`src/rtl/hrst_pkg.sv`:
```
package hrst_pkg;
  typedef enum logic [1:0] {
    ST_IDLE  = 2'd0,
    ST_PULSE = 2'd1,
    ST_COLD  = 2'd2
  } seq_state_t;

  localparam logic [1:0] CODE_NONE = 2'b00;
  localparam logic [1:0] CODE_WARM = 2'b01;
  localparam logic [1:0] CODE_COLD = 2'b10;
endpackage

```
`src/rtl/hrst_wr_decode.sv`:
```
module hrst_wr_decode #(
  parameter int ADDR_W = 8,
  parameter int DATA_W = 8,
  parameter logic [ADDR_W-1:0] MATCH_ADDR = 8'hC9,
  parameter int GO_BIT = 2,
  parameter int ARM_BIT = 1
) (
  input  logic              wr_en,
  input  logic [ADDR_W-1:0] wr_addr,
  input  logic [DATA_W-1:0] wr_data,
  output logic              hit
);
  localparam logic [DATA_W-1:0] NEED_MASK =
    (DATA_W'(1) << GO_BIT) | (DATA_W'(1) << ARM_BIT);

  always_comb begin
    hit = wr_en && (wr_addr == MATCH_ADDR) && ((wr_data & NEED_MASK) == NEED_MASK);
  end
endmodule

```
`src/rtl/hrst_run_cnt.sv`:
```
module hrst_run_cnt #(
  parameter int LIMIT = 4
) (
  input  logic clk,
  input  logic rst,
  input  logic clr,
  input  logic inc,
  output logic last
);
  localparam int CW = (LIMIT > 1) ? $clog2(LIMIT) : 1;
  localparam logic [CW-1:0] TOP = CW'(LIMIT - 1);

  logic [CW-1:0] cnt;

  always_ff @(posedge clk) begin
    if (rst || clr) begin
      cnt <= '0;
    end else if (inc) begin
      cnt <= (cnt == TOP) ? '0 : cnt + 1'b1;
    end
  end

  always_comb begin
    last = inc && !clr && (cnt == TOP);
  end
endmodule

```
`src/rtl/hrst_pulse_seq.sv`:
```
module hrst_pulse_seq
  import hrst_pkg::*;
#(
  parameter int ADDR_W = 8,
  parameter int DATA_W = 8,
  parameter logic [ADDR_W-1:0] CTRL_ADDR = 8'hC9,
  parameter int GO_BIT = 2,
  parameter int ARM_BIT = 1,
  parameter int PULSE_TICKS = 4,
  parameter int STABLE_CYC = 16
) (
  input  logic              clk,
  input  logic              rst,
  input  logic              wr_en,
  input  logic [ADDR_W-1:0] wr_addr,
  input  logic [DATA_W-1:0] wr_data,
  input  logic              rtc_tick,
  input  logic              pwr_good,
  output logic              slp_a_n,
  output logic              slp_b_n,
  output logic              slp_c_n,
  output logic              sys_rst,
  output logic [1:0]        status
);
  seq_state_t st, nxt;
  logic hit, tick_last, stab_last, drop_q;
  logic in_pulse, in_cold;

  assign in_pulse = (st == ST_PULSE);
  assign in_cold  = (st == ST_COLD);

  hrst_wr_decode #(
    .ADDR_W(ADDR_W), .DATA_W(DATA_W), .MATCH_ADDR(CTRL_ADDR),
    .GO_BIT(GO_BIT), .ARM_BIT(ARM_BIT)
  ) u_dec (
    .wr_en(wr_en), .wr_addr(wr_addr), .wr_data(wr_data), .hit(hit)
  );

  hrst_run_cnt #(.LIMIT(PULSE_TICKS)) u_tick_cnt (
    .clk(clk), .rst(rst), .clr(!in_pulse),
    .inc(in_pulse && rtc_tick), .last(tick_last)
  );

  hrst_run_cnt #(.LIMIT(STABLE_CYC)) u_stab_cnt (
    .clk(clk), .rst(rst), .clr(!in_cold || !pwr_good),
    .inc(in_cold && pwr_good), .last(stab_last)
  );

  always_comb begin
    nxt = st;
    unique case (st)
      ST_IDLE:  if (hit) nxt = ST_PULSE;
      ST_PULSE: if (tick_last) nxt = (drop_q || !pwr_good) ? ST_COLD : ST_IDLE;
      ST_COLD:  if (stab_last) nxt = ST_IDLE;
      default:  nxt = ST_IDLE;
    endcase
  end

  always_ff @(posedge clk) begin
    if (rst) begin
      st      <= ST_IDLE;
      drop_q  <= 1'b0;
      status  <= CODE_NONE;
      slp_a_n <= 1'b1;
      slp_b_n <= 1'b1;
      slp_c_n <= 1'b1;
      sys_rst <= 1'b0;
    end else begin
      st      <= nxt;
      slp_a_n <= (nxt != ST_PULSE);
      slp_c_n <= (nxt != ST_PULSE);
      slp_b_n <= 1'b1;
      sys_rst <= (nxt != ST_IDLE);
      if (st == ST_IDLE && hit) begin
        drop_q <= 1'b0;
        status <= CODE_WARM;
      end else if (in_pulse && !pwr_good) begin
        drop_q <= 1'b1;
        status <= CODE_COLD;
      end
    end
  end
endmodule

```
`config.mk`:
```
export PLATFORM = sky130hd
export DESIGN_NAME = hrst_pulse_seq
export DESIGN_NICKNAME = d
export VERILOG_FILES = /design/src/rtl/hrst_pkg.sv /design/src/rtl/hrst_wr_decode.sv /design/src/rtl/hrst_run_cnt.sv /design/src/rtl/hrst_pulse_seq.sv
export SDC_FILE = /design/constraint.sdc
export NUM_CORES = 1
export LEC_CHECK = 0
export BUFFER_PORTS_ARGS = -buffer_cell sky130_fd_sc_hd__clkbuf_2
export CORE_ASPECT_RATIO = 0.9
export CORE_UTILIZATION = 37
export DETAILED_ROUTE_END_ITERATION = 10
export GPL_ROUTABILITY_DRIVEN = 0
export MAX_ROUTING_LAYER = met4
export PLACE_DENSITY_LB_ADDON = 0.3
export SETUP_SLACK_MARGIN = 0.15
export SYNTH_ARGS = -nofsm -noshare
export SYNTH_HDL_FRONTEND = slang
export SYNTH_SLANG_ARGS = --single-unit
```
`constraint.sdc`:
```
create_clock -name clk -period 1.36 [get_ports clk]
set_input_delay 0.272 -clock clk [delete_from_list [all_inputs] [get_ports clk]]
set_output_delay 0.272 -clock clk [all_outputs]
set_load 0.005 [all_outputs]
```
After elaboration in Yosys (flattened, before gate mapping)
Cells that the tools add are included.

Flip-flop bits (word level): 12. Bits in latches: 0. Bits in writable memories: 0. ROM bits: 0. Input port bits: 21. Output and inout bits: 6. Logic and storage cells: 47. Memories kept: 0.

Add/sub/neg operators: 2. Multipliers: 0. Divide/modulo/power cells: 0. Magnitude comparators: 0. Equal/unequal tests: 7. Shift operators: 0. Mux-type cells: 9. Bitwise logic cells: 0. Reductions and logical operators: 22.

Operator list (count): 1-bit logical AND (10); 2-bit 2-to-1 mux (5); 8-bit == test, second input constant (1); 2-bit == test, second input constant (3); 2-bit one-hot mux with 3 select lines (1); 4-bit by 1-bit adder with 4-bit output, second input constant (1); 4-bit == test, second input constant (1); 1-bit zero test (4); 1-bit logical OR (4); 4-bit 2-to-1 mux (1); 2-bit nonzero test (2); 2-bit by 1-bit adder with 2-bit output, second input constant (1); 2-bit by 1-bit == test with 1-bit output, second input constant (1); 2-bit zero test (1); 1-bit 2-to-1 mux (2); 2-bit by 1-bit inequality test with 1-bit output, second input constant (1); 2-bit OR reduction (1).

Depth between registers and ports, before layout
Gate-level depths: netlist of the first run.

Depth after elaboration: 9. Depth in mapped cells: 4. Mapped depth without buffers: 4.

Hierarchy
Synthesis of the first run repeated with hierarchy kept, for this count alone.

Cell total of the unflattened synthesis: 65. Area, all modules: 608.1 um^2.

Modules (own cells, without submodules): hrst_pulse_seq (times used 1, cells each 33, area each 280.3 um^2, seq. area each 120.1 um^2); hrst_run_cnt (u_stab_cnt) (times used 1, cells each 19, area each 187.7 um^2, seq. area each 80.1 um^2); hrst_run_cnt (u_tick_cnt) (times used 1, cells each 9, area each 103.8 um^2, seq. area each 40.0 um^2); hrst_wr_decode (times used 1, cells each 4, area each 36.3 um^2, seq. area each 0.0 um^2).

Least setup slack after synthesis of the first run
No wires, ideal clock.

Path type: flip-flop to flip-flop. From: register u_tick_cnt.cnt[0]. To: register sys_rst. Setup time: 0.132 ns. Data arrival time: 0.997 ns. Data required time: 1.228 ns. Setup slack: 0.232 ns. Stages on the path, launching flop included: 5. Period minus slack after synthesis: 1.128 ns. Cells stage by stage: dfxtp_1 -> ha_1 -> and4b_1 -> a32oi_1 -> o211ai_1.

Cells in the longest elaborated chain, start to end: 5.

Ends and longest elaborated chain: from (decl) (line hrst_run_cnt.sv:13) `logic [CW-1:0] cnt;`; from (signal assigned) (line hrst_run_cnt.sv:19) `cnt <= (cnt == TOP) ? '0 : cnt + 1'b1;`; 2-bit == test (line hrst_run_cnt.sv:24) `last = inc && !clr && (cnt == TOP);`; 1-bit logical AND (line hrst_run_cnt.sv:24); 2-bit 2-to-1 mux (line hrst_pulse_seq.sv:53) `ST_PULSE: if (tick_last) nxt = (drop_q || !pwr_good) ? ST_COLD : ST_IDLE;`; 2-bit one-hot mux with 3 select lines (line hrst_pulse_seq.sv:51) `unique case (st)`; 2-bit nonzero test (line hrst_pulse_seq.sv:73) `sys_rst <= (nxt != ST_IDLE);`; to (signal assigned) (line hrst_pulse_seq.sv:73); to (decl) (line hrst_pulse_seq.sv:22) `output logic sys_rst,`.

No other way between the ends. A chain may end at the register's enable or synchronous reset.

Worst setup path in the final report of the first run
Ends and elaborated chain as after synthesis.

==> results_dict.tcl, run 1 <==
set metrics [dict create \
    total_power_uw 674 \
    max_freq_mhz 872 \
    synth_nets 79 \
    maxCapViolations 0 \
    cts-root-buf "clkbuf_4" \
    drt-pass1-iter-count 4 \
    drt_wl_total_mm 1.04 \
    port-buffer-count 19 \
    grt_pass1_vias 411 \
    finalCriticalPeriod_ns 1.15 \
    final_core_util_pct 49.0 \
    drc_errors 0 \
    m1WireLength_um 476 \
    critical_path_required_ns 1.52 \
    rsz0062_at_grt "no" \
    finalInstanceArea_um2 702 \
    cp_max_fo 3 \
    grt_max_degree 10 \
    grt_pass1_wl_mm 1.65 \
    netlist.top_cell.by_area "dfxtp_1" \
    die_h_um 39.1 \
    min_path_type "in2reg" \
    ys_seq_area_share_pct 42.4 \
    finalSetupViolations 0 \
    critPathTopFamily "flip-flops" \
    crit_arrival_ns 1.30 \
    rr_worst_depth 4 \
    synthFlopType "dfxtp_1" \
    postSynthCellCount 56 \
    initial_utilization_pct 39.6 \
    area_delta_synth_final_pct 23.8 \
    core_um2 1430 \
    rrSetupSlack_ns 0.21 \
    cts_buffers 3 \
    dieWidth_um 43.3 \
    n_antenna_cell 0 \
    clk_latency_ns 0.28 \
    num_rows 13 \
    yosysWarnings 0 \
    drv_slew 0 \
    pin_count 27 \
    endpoint "sys_rst$_SDFF_PP0_" \
    viasPerCell 5.35 \
    crit_path_max_incr_delay_ns 0.33 \
    clk_pin_slew_ns 0.08 \
    met3WireLength_um 59 \
    cp_slowest_cell "dfxtp_1" \
    r2r_start "u_tick_cnt.cnt[0]$_SDFFE_PP0P_" \
    synth_enable_flop_cells 0 \
    critical_path_class "reg2reg" \
    final_layout_size_suffix_gt1_share_pct 42.1 \
    async_flop_share_pct 0 \
    hpwlAfterDp_um 771 \
    antenna_found_initial 0 \
    ir_drop_uv 368 \
    yosys-top-cells-area "dfxtp_1 42%, ha_1 4.4%, buf_4 4.0%" \
    worst-path-buf-inv 0 \
    syn_avg_cell_area_um2 10.1 \
    htree_num_levels 1 \
    fin_nets 100 \
    grt-ovfl-total 0 \
    ys_ff_latch 12 \
    fin_crit_sh_pct 84.3 \
    cp-end-kind "flop" \
    powerDensity_nw_per_um2 960 \
    dr.max_layer_used "met4" \
    hold_viol 0 \
    start_kind "flop" \
    drt_iter0_markers 9 \
    status "finished, final reports clean" \
    track_usage_pct 13.9 \
    dr_wl_met2_um 464 \
    cp_num_cells 4 \
    placed_cell_area_um2 654 \
    clockBufferDepth 2 \
    worstSetupStartpoint "u_tick_cnt.cnt[0]$_SDFFE_PP0P_" \
    cp_cell_sequence "ha_2, and4b_1, a32oi_2, o211ai_1" \
    postRouteAntennaNets 0 \
    num_vias 487 \
    wl_per_cell_um 11.4 \
    dieArea_um2 1690 \
    synth_top_area_share_pct 42.4 \
    fin_skew_ns 0.00374 \
    setup_tns_ns 0 \
    post_cts_buffers 0 \
    cts_resized 0 \
    cts_sinks 12 \
    reg2reg_to "sys_rst$_SDFF_PP0_" \
    cts_tree "done" \
    syn_area_um2 567 \
    ys_types 29 \
    leakage_uw 0.000334 \
    cts_hold_buf 0 \
]
==> synthesized netlist by cell type (2+ instances only) <==
master   count
a21oi_1      3
buf_4        3
dfxtp_1     12
ha_1         2
inv_1        3
mux2i_1      2
nor2_1       5
nor3_1       2
nor3b_1      2
o21ai_0      3
==> state kept, by name (all words and copies together) (netlist names) <==
name            count
sys_rst             1
slp_c_n             1
u_tick_cnt.cnt      2
u_stab_cnt.cnt      4
st                  2
drop_q              1
status              1
==> area by class of cell <==
type	count	area [um^2]
Clock buffer	4	36.3
Fill cell	148	729
Inverter	4	15.0
Multi-Input combinational cell	36	288
Sequential cell	12	241
Tap cell	15	18.8
Timing Repair Buffer	20	103
==> layout by cell type, fill, tap and decap left out, types with 2 or more instances in the layout <==
cell      synthesis  final
a21oi_1           3      3
nor3b_1           2      2
clkbuf_2          0     19
clkbuf_4          0      3
o21ai_0           3      3
nor2_1            5      5
dfxtp_1          12     11
nor3_1            2      2
inv_1             3      3
mux2i_1           2      2
==> worst reg2reg max path, delay by kind of cell, from the launching register on <==
kind | cells | cell delay [ns]
and+or+nand+nor | 1 | 0.19
AOI/OAI and AO/OA | 2 | 0.31
adders and majority gates | 1 | 0.20
DFF | 1 | 0.33
==> per-stage QoR <==
step	hold WS [ns]	instances	setup slack, ns
floorplan	0.452	56	0.232
global placement	0.470	87	0.163
detailed placement	0.472	87	0.170
CTS	0.289	91	0.156
global route	0.302	91	0.142
finish	0.288	91	0.213
==> kinds of logic after synthesis <==
group                      Yosys count  synth area share (%)
AOI/OAI and AO/OA                   12                  15.5
and+or+nand+nor                     18                  23.4
xor gates and xnor gates             1                  1.55
buffers and inverters                8                  8.61
adders and majority gates            2                  4.41
muxes                                2                  3.53
other                                1                 0.662
DFF                                 12                  42.4
==> report_power, final <==
part	internal [uW]	switching (uW)
Sequential	351	0.0591
Combinational	18.8	16.1
Clock	163	125
==> worst min path at each step <==
| stage | from | endpoint | slack, ns | depth (start not counted) |
|---|---|---|---|---|
| final | rst | status[0]$_SDFFE_PP0P_ | 0.29 | 2 |
| after global routing | rst | status[0]$_SDFFE_PP0P_ | 0.30 | 2 |
| after CTS | rst | status[0]$_SDFFE_PP0P_ | 0.29 | 2 |
| after detailed placement | status[0]$_SDFFE_PP0P_ | status[0]$_SDFFE_PP0P_ | 0.47 | 2 |
| after global placement | status[0]$_SDFFE_PP0P_ | status[0]$_SDFFE_PP0P_ | 0.47 | 2 |
| after floorplan | u_stab_cnt.cnt[0]$_SDFFE_PP0N_ | u_stab_cnt.cnt[0]$_SDFFE_PP0N_ | 0.45 | 1 |
==> metal layers <==
metal | up-vias | GRT usage [%]
met5 | - | -
met4 | 0 | 11.4
met3 | 5 | 1.40
met2 | 22 | 20.1
met1 | 220 | 17.5
li1 | 240 | -
Note: power is estimated with default switching activity, not from simulation.
==> run 2, diff against run 1 <==
Clock period 1.36 ns to 1.15 ns, I/O delays scaled along.
==> run 2 against run 1 <==
Effect of this change: the flow now finishes with violations (negative setup slack); sequential cell count is the same; total power up 5.5%; clock skew up 0.00095 ns; register-to-register slack lost 0.22 ns; routed wire length is 8.5% higher; cell area grew 7.5%; critical path depth unchanged; setup slack got worse by 0.22 ns; combinational power rose by 28%; hold slack better by 0.0019 ns; maximum frequency fell by 0.86%; sequential share of layout area decreased by 1.2 points.
==> results_dict.tcl, run 2 (synthesis results as in run 1) <==
set metrics [dict create \
    pin_count 27 \
    maxCapViolations 0 \
    cts-root-buf "clkbuf_4" \
    drc_errors 0 \
    powerDensity_nw_per_um2 942 \
    dieWidth_um 43.3 \
    core_um2 1430 \
    dieArea_um2 1690 \
    drt-pass1-iter-count 4 \
    status "finished, violations left" \
    clk_latency_ns 0.27 \
    n_antenna_cell 0 \
    cts_tree "done" \
    cp-end-kind "flop" \
    fin_ws_ns -0.00688 \
    drv_slew 0 \
    wl_per_cell_um 12.1 \
    leakage_uw 0.000343 \
    grt_max_degree 7 \
    start_kind "flop" \
    dp.cells 87 \
    regMostFlops "u_stab_cnt.cnt" \
    stdcell_count 93 \
    grt_pass1_wl_mm 1.66 \
    num_vias 487 \
    hpwlAfterDp_um 771 \
    min_path_type "in2reg" \
    track_usage_pct 13.8 \
    max_freq_mhz 864 \
    crit_arrival_ns 1.30 \
    port-buffer-count 19 \
    violations "negative setup slack" \
    hold_viol 0 \
    mostFrequentLayoutCells "19 x clkbuf_2, 8 x dfxtp_1, 5 x nor2_1, 4 x buf_4" \
    antenna_found_initial 0 \
    cts_buffers 3 \
    area_delta_synth_final_pct 33.1 \
    cp_max_fo 4 \
    total_power_uw 711 \
    fin_skew_ns 0.00469 \
    finalSetupViolations 1 \
    largest_reg_flops 4 \
    ir_drop_uv 512 \
    fin_crit_sh_pct 101 \
    final_layout_size_suffix_gt1_share_pct 50.0 \
    grt_pass1_vias 397 \
    htree_num_levels 1 \
    setup_tns_ns -0.00688 \
    fillers 144 \
    viasPerCell 5.24 \
    final_common_cell "clkbuf_2" \
    drt_wl_total_mm 1.13 \
    clockBufferDepth 2 \
    fin_nets 103 \
    die_h_um 39.1 \
    drt_iter0_markers 15 \
    critical_path_required_ns 1.29 \
    grt-ovfl-total 0 \
    clk_pin_slew_ns 0.08 \
    num_rows 13 \
    reg_top3 "u_stab_cnt.cnt: 4 flops, st: 2 flops, u_tick_cnt.cnt: 2 flops" \
    postRouteAntennaNets 0 \
    critical_path_class "reg2reg" \
    initial_utilization_pct 39.6 \
    finalCriticalPeriod_ns 1.16 \
    rsz0062_at_grt "yes" \
    cts_sinks 12 \
]
[run 2: where the power goes]
group | internal [uW] | switching [uW]
clock network | 121 | 135
logic | 24.5 | 20.3
registers | 410 | 0.0787
total | 556 | 155
[run 2: worst max-delay path: stages (launching register included)]
cell,delay [ns]
dfxtp_4,0.38
ha_4,0.14
nand4_1,0.15
a32oi_2,0.24
o211ai_1,0.13
[run 2: what timing repair did]
action,in CTS,in global routing
setup buffers,1,2
hold buffers,0,0
endpoints found under the setup margin,3,6
resized for setup,1,5
pin swaps,0,5
[run 2: layout make-up]
class                           count  area (um^2)  share of cell area [%]
Sequential cell                    12          250                    33.2
Inverter                            4         15.0                    1.99
Clock buffer                        3         22.5                    2.99
Tap cell                           15         18.8                    2.49
Multi-Input combinational cell     36          323                    42.8
Timing Repair Buffer               23          125                    16.6
[run 2: final timing paths]
kind                                                     start                             end  slack (ns)  depth (start not counted)
worst min-delay path                                       rst              slp_c_n$_SDFF_PP1_        0.29                          2
worst max register to register  u_stab_cnt.cnt[0]$_SDFFE_PP0N_              sys_rst$_SDFF_PP0_      -0.007                          4
worst min register to register  u_stab_cnt.cnt[0]$_SDFFE_PP0N_  u_stab_cnt.cnt[0]$_SDFFE_PP0N_        0.45                          1
worst max-delay path            u_stab_cnt.cnt[0]$_SDFFE_PP0N_              sys_rst$_SDFF_PP0_      -0.007                          4
[run 2: metrics by stage]
stage               instance area (um^2)  hold WS (ns)  util (%)  setup WS (ns)
detailed placement                   684         0.457      47.8         0.0472
finish                               754         0.290      52.7       -0.00688
global route                         754         0.316      52.7        -0.0574
floorplan                            597         0.411         -          0.103
global placement                     684         0.454      47.8         0.0158
CTS                                  719         0.278      50.3         0.0342
[run 2: layer usage]
metal / vias to the layer above / global-route usage, % / routed length, um
met2: 26 / 21.3 / 468
met3: 2 / 2.80 / 74
met1: 210 / 17.3 / 564
met5: - / - / 0
li1: 249 / - / -
met4: 0 / 6.82 / 18
